<file path="src/rtl/oc_pkg.sv">
package oc_pkg;
  typedef enum logic [2:0] {
    OCM_FROZEN   = 3'd0,
    OCM_SET_HIT  = 3'd1,
    OCM_CLR_HIT  = 3'd2,
    OCM_TOGGLE   = 3'd3,
    OCM_FORCE_LO = 3'd4,
    OCM_FORCE_HI = 3'd5,
    OCM_PWM_LT   = 3'd6,
    OCM_PWM_GE   = 3'd7
  } oc_mode_e;

  function automatic logic is_forced(oc_mode_e m);
    return (m == OCM_FORCE_LO) || (m == OCM_FORCE_HI);
  endfunction
endpackage

</file>
<file path="src/rtl/oc_cmp_reg.sv">
module oc_cmp_reg #(
  parameter int W = 16
) (
  input  logic         clk,
  input  logic         rst_n,
  input  logic         we,
  input  logic [W-1:0] wdata,
  input  logic         preload_en,
  input  logic         update,
  output logic [W-1:0] cmp_act
);
  logic [W-1:0] shadow_q, shadow_d;
  logic [W-1:0] act_q, act_d;
  logic         shadow_ce, act_ce;

  always_comb begin
    shadow_ce = we;
    shadow_d  = wdata;
    act_ce    = 1'b0;
    act_d     = act_q;
    if (!preload_en && we) begin
      act_ce = 1'b1;
      act_d  = wdata;
    end else if (preload_en && update) begin
      act_ce = 1'b1;
      act_d  = shadow_q;
    end
  end

  always_ff @(posedge clk or negedge rst_n) begin
    if (!rst_n) begin
      shadow_q <= '0;
      act_q    <= '0;
    end else begin
      if (shadow_ce) shadow_q <= shadow_d;
      if (act_ce)    act_q    <= act_d;
    end
  end

  assign cmp_act = act_q;

  // in buffered mode the active value only moves on update
  a_r8_preload_hold: assert property (@(posedge clk) disable iff (!rst_n)
    (preload_en && !update) |=> $stable(cmp_act));
  // direct write reaches the active register at once
  a_r9_direct_write: assert property (@(posedge clk) disable iff (!rst_n)
    (!preload_en && we) |=> (cmp_act == $past(wdata)));
endmodule

</file>
<file path="src/rtl/oc_ref_gen.sv">
module oc_ref_gen
  import oc_pkg::*;
#(
  parameter int W = 16
) (
  input  logic         clk,
  input  logic         rst_n,
  input  logic [W-1:0] cnt,
  input  logic [W-1:0] cmp,
  input  oc_mode_e     mode,
  input  logic         clr_en,
  input  logic         clr_in,
  input  logic         update,
  output logic         ref_eff
);
  logic hit, below;
  logic ref_q, ref_d;
  logic hold_q, hold_d;

  assign hit   = (cnt == cmp);
  assign below = (cnt < cmp);

  always_comb begin
    ref_d = ref_q;
    unique case (mode)
      OCM_FROZEN:   ref_d = ref_q;
      OCM_SET_HIT:  if (hit) ref_d = 1'b1;
      OCM_CLR_HIT:  if (hit) ref_d = 1'b0;
      OCM_TOGGLE:   if (hit) ref_d = ~ref_q;
      OCM_FORCE_LO: ref_d = 1'b0;
      OCM_FORCE_HI: ref_d = 1'b1;
      OCM_PWM_LT:   ref_d = below;
      OCM_PWM_GE:   ref_d = ~below;
      default:      ref_d = ref_q;
    endcase
  end

  always_comb begin
    hold_d = hold_q;
    if (clr_en && clr_in) hold_d = 1'b1;
    else if (update)      hold_d = 1'b0;
  end

  always_ff @(posedge clk or negedge rst_n) begin
    if (!rst_n) begin
      ref_q  <= 1'b0;
      hold_q <= 1'b0;
    end else begin
      ref_q  <= ref_d;
      hold_q <= hold_d;
    end
  end

  assign ref_eff = (hold_q && !is_forced(mode)) ? 1'b0 : ref_q;

  // frozen mode never moves the reference
  a_r1_frozen: assert property (@(posedge clk) disable iff (!rst_n)
    (mode == OCM_FROZEN) |=> $stable(ref_q));
  // forced high sets the reference on the next edge
  a_r4_force_hi: assert property (@(posedge clk) disable iff (!rst_n)
    (mode == OCM_FORCE_HI) |=> ref_q);
  // enabled clear is latched
  a_r6_clear_latch: assert property (@(posedge clk) disable iff (!rst_n)
    (clr_en && clr_in) |=> hold_q);
endmodule

</file>
<file path="src/rtl/oc_channel.sv">
module oc_channel
  import oc_pkg::*;
#(
  parameter int CNT_W = 16
) (
  input  logic             clk,
  input  logic             rst_n,
  input  logic [CNT_W-1:0] cnt,
  input  logic             update,
  input  logic             cmp_we,
  input  logic [CNT_W-1:0] cmp_wdata,
  input  logic             preload_en,
  input  logic [2:0]       mode,
  input  logic             polarity,
  input  logic             out_en,
  input  logic             clr_en,
  input  logic             clr_in,
  input  logic             flag_clr,
  output logic             ch_out,
  output logic             match_flag
);
  logic [CNT_W-1:0] cmp_act;
  logic             ref_lvl;
  logic             flag_q, flag_d;
  oc_mode_e         mode_e;

  assign mode_e = oc_mode_e'(mode);

  oc_cmp_reg #(.W(CNT_W)) u_cmp (
    .clk(clk), .rst_n(rst_n), .we(cmp_we), .wdata(cmp_wdata),
    .preload_en(preload_en), .update(update), .cmp_act(cmp_act)
  );

  oc_ref_gen #(.W(CNT_W)) u_ref (
    .clk(clk), .rst_n(rst_n), .cnt(cnt), .cmp(cmp_act), .mode(mode_e),
    .clr_en(clr_en), .clr_in(clr_in), .update(update), .ref_eff(ref_lvl)
  );

  always_comb begin
    flag_d = flag_q;
    if (cnt == cmp_act) flag_d = 1'b1;
    else if (flag_clr)  flag_d = 1'b0;
  end

  always_ff @(posedge clk or negedge rst_n) begin
    if (!rst_n) flag_q <= 1'b0;
    else        flag_q <= flag_d;
  end

  assign match_flag = flag_q;
  assign ch_out     = out_en ? (ref_lvl ^ polarity) : 1'b0;

  // a match always leaves the flag set
  a_r10_flag_set: assert property (@(posedge clk) disable iff (!rst_n)
    (cnt == cmp_act) |=> match_flag);
endmodule

</file>
<file path="config.mk">
export PLATFORM = sky130hd
export DESIGN_NAME = oc_channel
export DESIGN_NICKNAME = d
export VERILOG_FILES = /design/src/rtl/oc_pkg.sv /design/src/rtl/oc_cmp_reg.sv /design/src/rtl/oc_ref_gen.sv /design/src/rtl/oc_channel.sv
export SDC_FILE = /design/constraint.sdc
export NUM_CORES = 1
export LEC_CHECK = 0
export ABC_AREA = 1
export ABC_CLOCK_PERIOD_IN_PS = 1900
export BUFFER_PORTS_ARGS = -buffer_cell sky130_fd_sc_hd__buf_2
export CORE_MARGIN = 2
export CORE_UTILIZATION = 40
export DETAILED_ROUTE_END_ITERATION = 10
export PLACE_DENSITY = 0.66
export SYNTH_ARGS = -nofsm -noshare
export SYNTH_HDL_FRONTEND = slang
export SYNTH_SLANG_ARGS = --single-unit
</file>
<file path="constraint.sdc">
create_clock -name clk -period 1.9 [get_ports clk]
set_clock_uncertainty 0.2 [all_clocks]
set_input_delay 0.095 -clock clk [delete_from_list [all_inputs] [get_ports clk]]
set_output_delay 0.095 -clock clk [all_outputs]
set_load 0.01 [all_outputs]
</file>
After elaboration in Yosys (flattened, before gate mapping)

Index checks and enable logic that the tools add are counted.

Reduce and logical (&&, ||, !) cells: 13
Order comparisons: 1
Bitwise logic cells: 4
Eq/ne operators: 11
Muxes and demuxes: 14

Operators by type and width:

| kind                                                             | number |
|---|---|
| 16-bit 2-to-1 mux                                                | 2 |
| 16-bit == test                                                   | 1 |
| 16-bit less-than comparator                                      | 1 |
| 3-bit == test (second input constant)                            | 4 |
| 1-bit 2-to-1 mux                                                 | 11 |
| 1-bit case mux with 7 select lines                               | 1 |
| 3-bit by 2-bit == test with 1-bit output (second input constant) | 2 |
| 2-bit by 1-bit != test with 1-bit output (second input constant) | 3 |
| 2-bit nonzero test                                               | 3 |
| 1-bit logical AND                                                | 4 |
| 4-bit AND reduction                                              | 1 |
| 3-bit by 1-bit == test with 1-bit output (second input constant) | 1 |
| 3-bit logical NOT                                                | 1 |
| 1-bit NOT                                                        | 3 |
| 1-bit logical NOT                                                | 2 |
| 2-bit AND reduction                                              | 1 |
| 1-bit logical OR                                                 | 1 |
| 1-bit bitwise XOR                                                | 1 |

Input port bits: 45
Register bits: 35
Logic and storage cells: 48
Output and inout port bits: 2

Depth between registers and ports, before layout

Word-level depth: 7
Mapped depth: 14
Depth with buffers taken out: 14

Cells and area by module

A second synthesis with hierarchy kept.

Cell total of the unflattened synthesis: 381
Area, all modules: 2449.8 um2

By module, submodules not included:

| module     | seq. area each (um2) | instances | area an instance (um2) | cells an instance |
|---|---|---|---|---|
| oc_cmp_reg | 800.8                | 1         | 1475.2                 | 190 |
| oc_ref_gen | 50.0                 | 1         | 585.6                  | 93 |
| oc_channel | 25.0                 | 1         | 389.1                  | 98 |

Worst setup path after synthesis

No wires, ideal clock.

Path type: reg2reg
Start point: register u_cmp.act_q[15], in the netlist u_cmp.cmp_act[15]
End point: register u_ref.ref_q
Buffers on the path: 0
Setup time: 0.117 ns
Period minus slack after synthesis: 1.624 ns
Data arrival time: 1.308 ns
Cell stages (with the launch flop): 12
Required time: 1.583 ns
Slack: 0.276 ns
Cell sequence: dfrtp_1 inv_1 ha_1 nand2_1 nor2_2 nand2_2 nor2_2 nand2_2 a21oi_2 nand2_1 nor2_1 nor2_1

Cells in the longest elaborated chain, start to end: 3
Elaborated cells on any way between the ends: 8
Those cells by class: order compare (1); eq/ne (4); mux (1); bitwise (1); reduce/logical (1)

RTL lines:

| element                                                                   | RTL line                           | source |
|---|---|---|
| start, declared                                                           | oc_cmp_reg.sv:13                   | `logic [W-1:0] act_q, act_d;` |
| start signal, assigned                                                    | oc_cmp_reg.sv:36                   | `if (act_ce) act_q <= act_d;` |
| 16-bit less-than comparator or 16-bit == test (tied branches)             | oc_ref_gen.sv:21, oc_ref_gen.sv:20 |  |
| 1-bit NOT or 2-bit by 1-bit != test with 1-bit output (tied branches)     | --                                 |  |
| 1-bit case mux with 7 select lines or 4-bit AND reduction (tied branches) | --                                 |  |
| end signal, assigned                                                      | oc_ref_gen.sv:49                   | `ref_q <= ref_d;` |
| end, declared                                                             | oc_ref_gen.sv:17                   | `logic ref_q, ref_d;` |

Parallel ways exist; a longest one is shown, timed or not.
A chain may end at the register's enable or synchronous reset.

Final worst setup path

Start point: register u_cmp.act_q[10], in the netlist u_cmp.cmp_act[10]
End point: register u_ref.ref_q

Same word-level chain as after synthesis.

==> impl_metrics.env <==
export IMPL_drcViolationCount=0
export IMPL_wl_per_cell_um=11.8
export IMPL_clock_sinks=35
export IMPL_ys_types=21
export IMPL_crit_arrival_ns=1.73
export IMPL_die_area_sq_um=5430
export IMPL_finalCriticalPeriod_ns=1.76
export IMPL_numCtsBuffers=5
export IMPL_fp_dieW_um=73.7
export IMPL_p_leak_nw=1.37
export IMPL_rsz0062_at_grt="false"
export IMPL_timing_setup_tns_ns=0
export IMPL_required_ns=1.88
export IMPL_crit_type="reg -> reg"
export IMPL_synth_top_area_cell="dfrtp_1"
export IMPL_hold_path_class="in -> reg"
export IMPL_syn_avg_cell_area_sq_um=7.87
export IMPL_crit_path_end_kind="flip-flop"
export IMPL_nets=385
export IMPL_antenna_found_initial=0
export IMPL_synth_warnings=0
export IMPL_num_rows=25
export IMPL_port_buffers=46
export IMPL_cts_buffer_depth=2
export IMPL_clockRootBuffer="clkbuf_8"
export IMPL_path_clk_slew_ns=0.07
export IMPL_cts_tree="done"
export IMPL_layout_drive_gt1_share_pct=20.3
export IMPL_wl_met1_um=2070
export IMPL_firstDrtPassIters=5
export IMPL_routed_wl_um=4490
export IMPL_ir_worst_vdd_v=0.000285
export IMPL_wl_met2_um=2140
export IMPL_drt_initial_drc_count=62
export IMPL_slew_headroom_pct=70.2
export IMPL_gp_congestion=0.836
export IMPL_max_freq_ghz=0.569
export IMPL_gr_total_overflow=0
export IMPL_pre_cts_ws_ns=0.105
export IMPL_syn_nets=308
export IMPL_highest_layer="met4"
export IMPL_die_h_um=73.7
export IMPL_min_period_over_period_pct=92.5
export IMPL_netlist_instances=247
export IMPL_ys_seq_area_share_pct=45.1
export IMPL_grt_max_degree=36
export IMPL_status="finished clean"
export IMPL_antenna_left=0
export IMPL_synth_top_area_share_pct=45.1
export IMPL_utilization_pct=55.2
export IMPL_synthTopCellsByArea="dfrtp_1 45%, nand2_1 13%, ha_1 10%"
export IMPL_crit_path_start_kind="flip-flop"
export IMPL_post_cts_buffers=0
export IMPL_worst_slack_ns=0.143
export IMPL_powerDensity_nw_per_um2=710
export IMPL_path_max_fanout=3
export IMPL_syn_area_sq_um=1940
export IMPL_drv_cap=0
export IMPL_grt_pass1_wl_um=7220
export IMPL_ys_seq_elements=35
export IMPL_start_util_pct=41.4
export IMPL_diodes=0
export IMPL_cts_max_level=2
export IMPL_grt_usage_pct=17.4
export IMPL_met3_wirelength_um=247
export IMPL_dpl_hpwl_um=3130
export IMPL_grt_pass1_vias=1664
export IMPL_setup_viol=0
export IMPL_coreArea_sq_um=4690
export IMPL_vias=1804
export IMPL_slew_viol_final=0
export IMPL_area_growth_pct=33.4
export IMPL_clk_latency_ns=0.28
export IMPL_drt_vias_per_instance=4.76
export IMPL_io_pins=47
export IMPL_worstMarginPinSlew_ns=0.447
export IMPL_finalHoldViolations=0
## worst paths after layout
check | cells after the start | end | slack [ns] | from
setup / recovery | 11 | u_ref.ref_q | 0.14 | u_cmp.cmp_act[10]
setup reg to reg | 11 | u_ref.ref_q | 0.14 | u_cmp.cmp_act[10]
max in group asynchronous | 3 | u_cmp.shadow_q[14] | 0.99 | rst_n
hold / removal | 4 | u_cmp.shadow_q[10] | 0.006 | cmp_we
min in group asynchronous | 3 | u_cmp.shadow_q[5] | 0.18 | rst_n
hold reg to reg | 2 | u_cmp.shadow_q[1] | 0.27 | u_cmp.shadow_q[1]
## critical path, cell delays in order, from the launching register on
cell and delay (ns):
dfrtp_1 0.32, inv_1 0.07, ha_1 0.30, nand2_1 0.05
nor2_1 0.14, nand2_2 0.09, nor2_2 0.12, nand2_2 0.06
a21oi_2 0.11, nand2_1 0.06, nor2_1 0.09, nor2_1 0.04
## per-stage QoR
step / instances / instance area, sq um / hold WS (ns) / total power [mW]
2_1_floorplan: 247 / 1940 / -0.401 / 1.15
3_3_place_gp: 343 / 2230 / -0.0438 / 1.28
3_5_place_dp: 343 / 2230 / -0.0406 / 1.29
4_1_cts: 379 / 2590 / 0.000511 / 1.86
5_1_grt: 379 / 2590 / 0.0242 / 1.97
6_report: 379 / 2590 / 0.00584 / 1.84
## cells in the mapped netlist
cell	count
o21ai_1	2
a21oi_2	1
nand2_1	69
buf_2	5
inv_1	29
buf_6	1
clkbuf_1	2
a21o_1	1
nor2_2	2
a21oi_1	9
buf_4	1
o21ai_0	26
nor2_1	24
nor2_4	1
nand3_1	4
nor3_1	1
inv_2	2
o22ai_1	14
dfrtp_1	35
nand2_2	2
ha_1	16
## cells in the final DEF, fill, tap and decap left out, drive strengths merged
| master | count |
|---|---|
| a21o | 1 |
| a21oi | 10 |
| buf | 51 |
| clkbuf | 7 |
| clkinv | 1 |
| dfrtp | 35 |
| dlygate4sd3 | 28 |
| ha | 16 |
| inv | 31 |
| nand2 | 71 |
| nand3 | 4 |
| nor2 | 27 |
| nor3 | 1 |
| o21ai | 28 |
| o22ai | 14 |
## per-layer routing
| metal | up-vias | global-route usage (%) |
|---|---|---|
| met3 | 2 | 3.98 |
| li1 | 945 | - |
| met4 | 0 | 4.85 |
| met2 | 46 | 28.8 |
| met5 | - | 0 |
| met1 | 811 | 22.8 |
## layout make-up
type,instances,area (sq um)
Fill cell,461,2100
Multi-Input combinational cell,172,902
Sequential cell,35,876
Timing Repair Buffer,79,548
Inverter,31,116
Clock buffer,7,76.3
Tap cell,54,67.6
Clock inverter,1,5.00
## kinds of logic (layout without fill, tap and decap cells)
logic type                 count (synthesis)  count (layout)  synth area share [%]
buffers and inverters                     40             118                  8.63
and+or+nand+nor                          103             103                  21.1
DFF                                       35              35                  45.1
AOI/OAI and AO/OA                         53              53                  14.9
adders and majority gates                 16              16                  10.3
## state kept, by name, summed over array words and instances, names as in the netlist
| register | count |
|---|---|
| match_flag | 1 |
| u_ref.hold_q | 1 |
| u_ref.ref_q | 1 |
| u_cmp.shadow_q | 16 |
| u_cmp.cmp_act | 16 |
## report_power, final
part	total, mW	internal [mW]	switching, mW
clock	0.506	0.257	0.249
combinational	0.471	0.216	0.255
sequential	0.864	0.832	0.0317
## repair_timing
item / in CTS / in global routing
endpoints found under the setup margin: 0 / 1
hold buffers: 28 / 0
gates resized for setup: 0 / 1
endpoints found under the hold margin: 69 / 0
No activity file was read; power rests on OpenSTA's default activity.
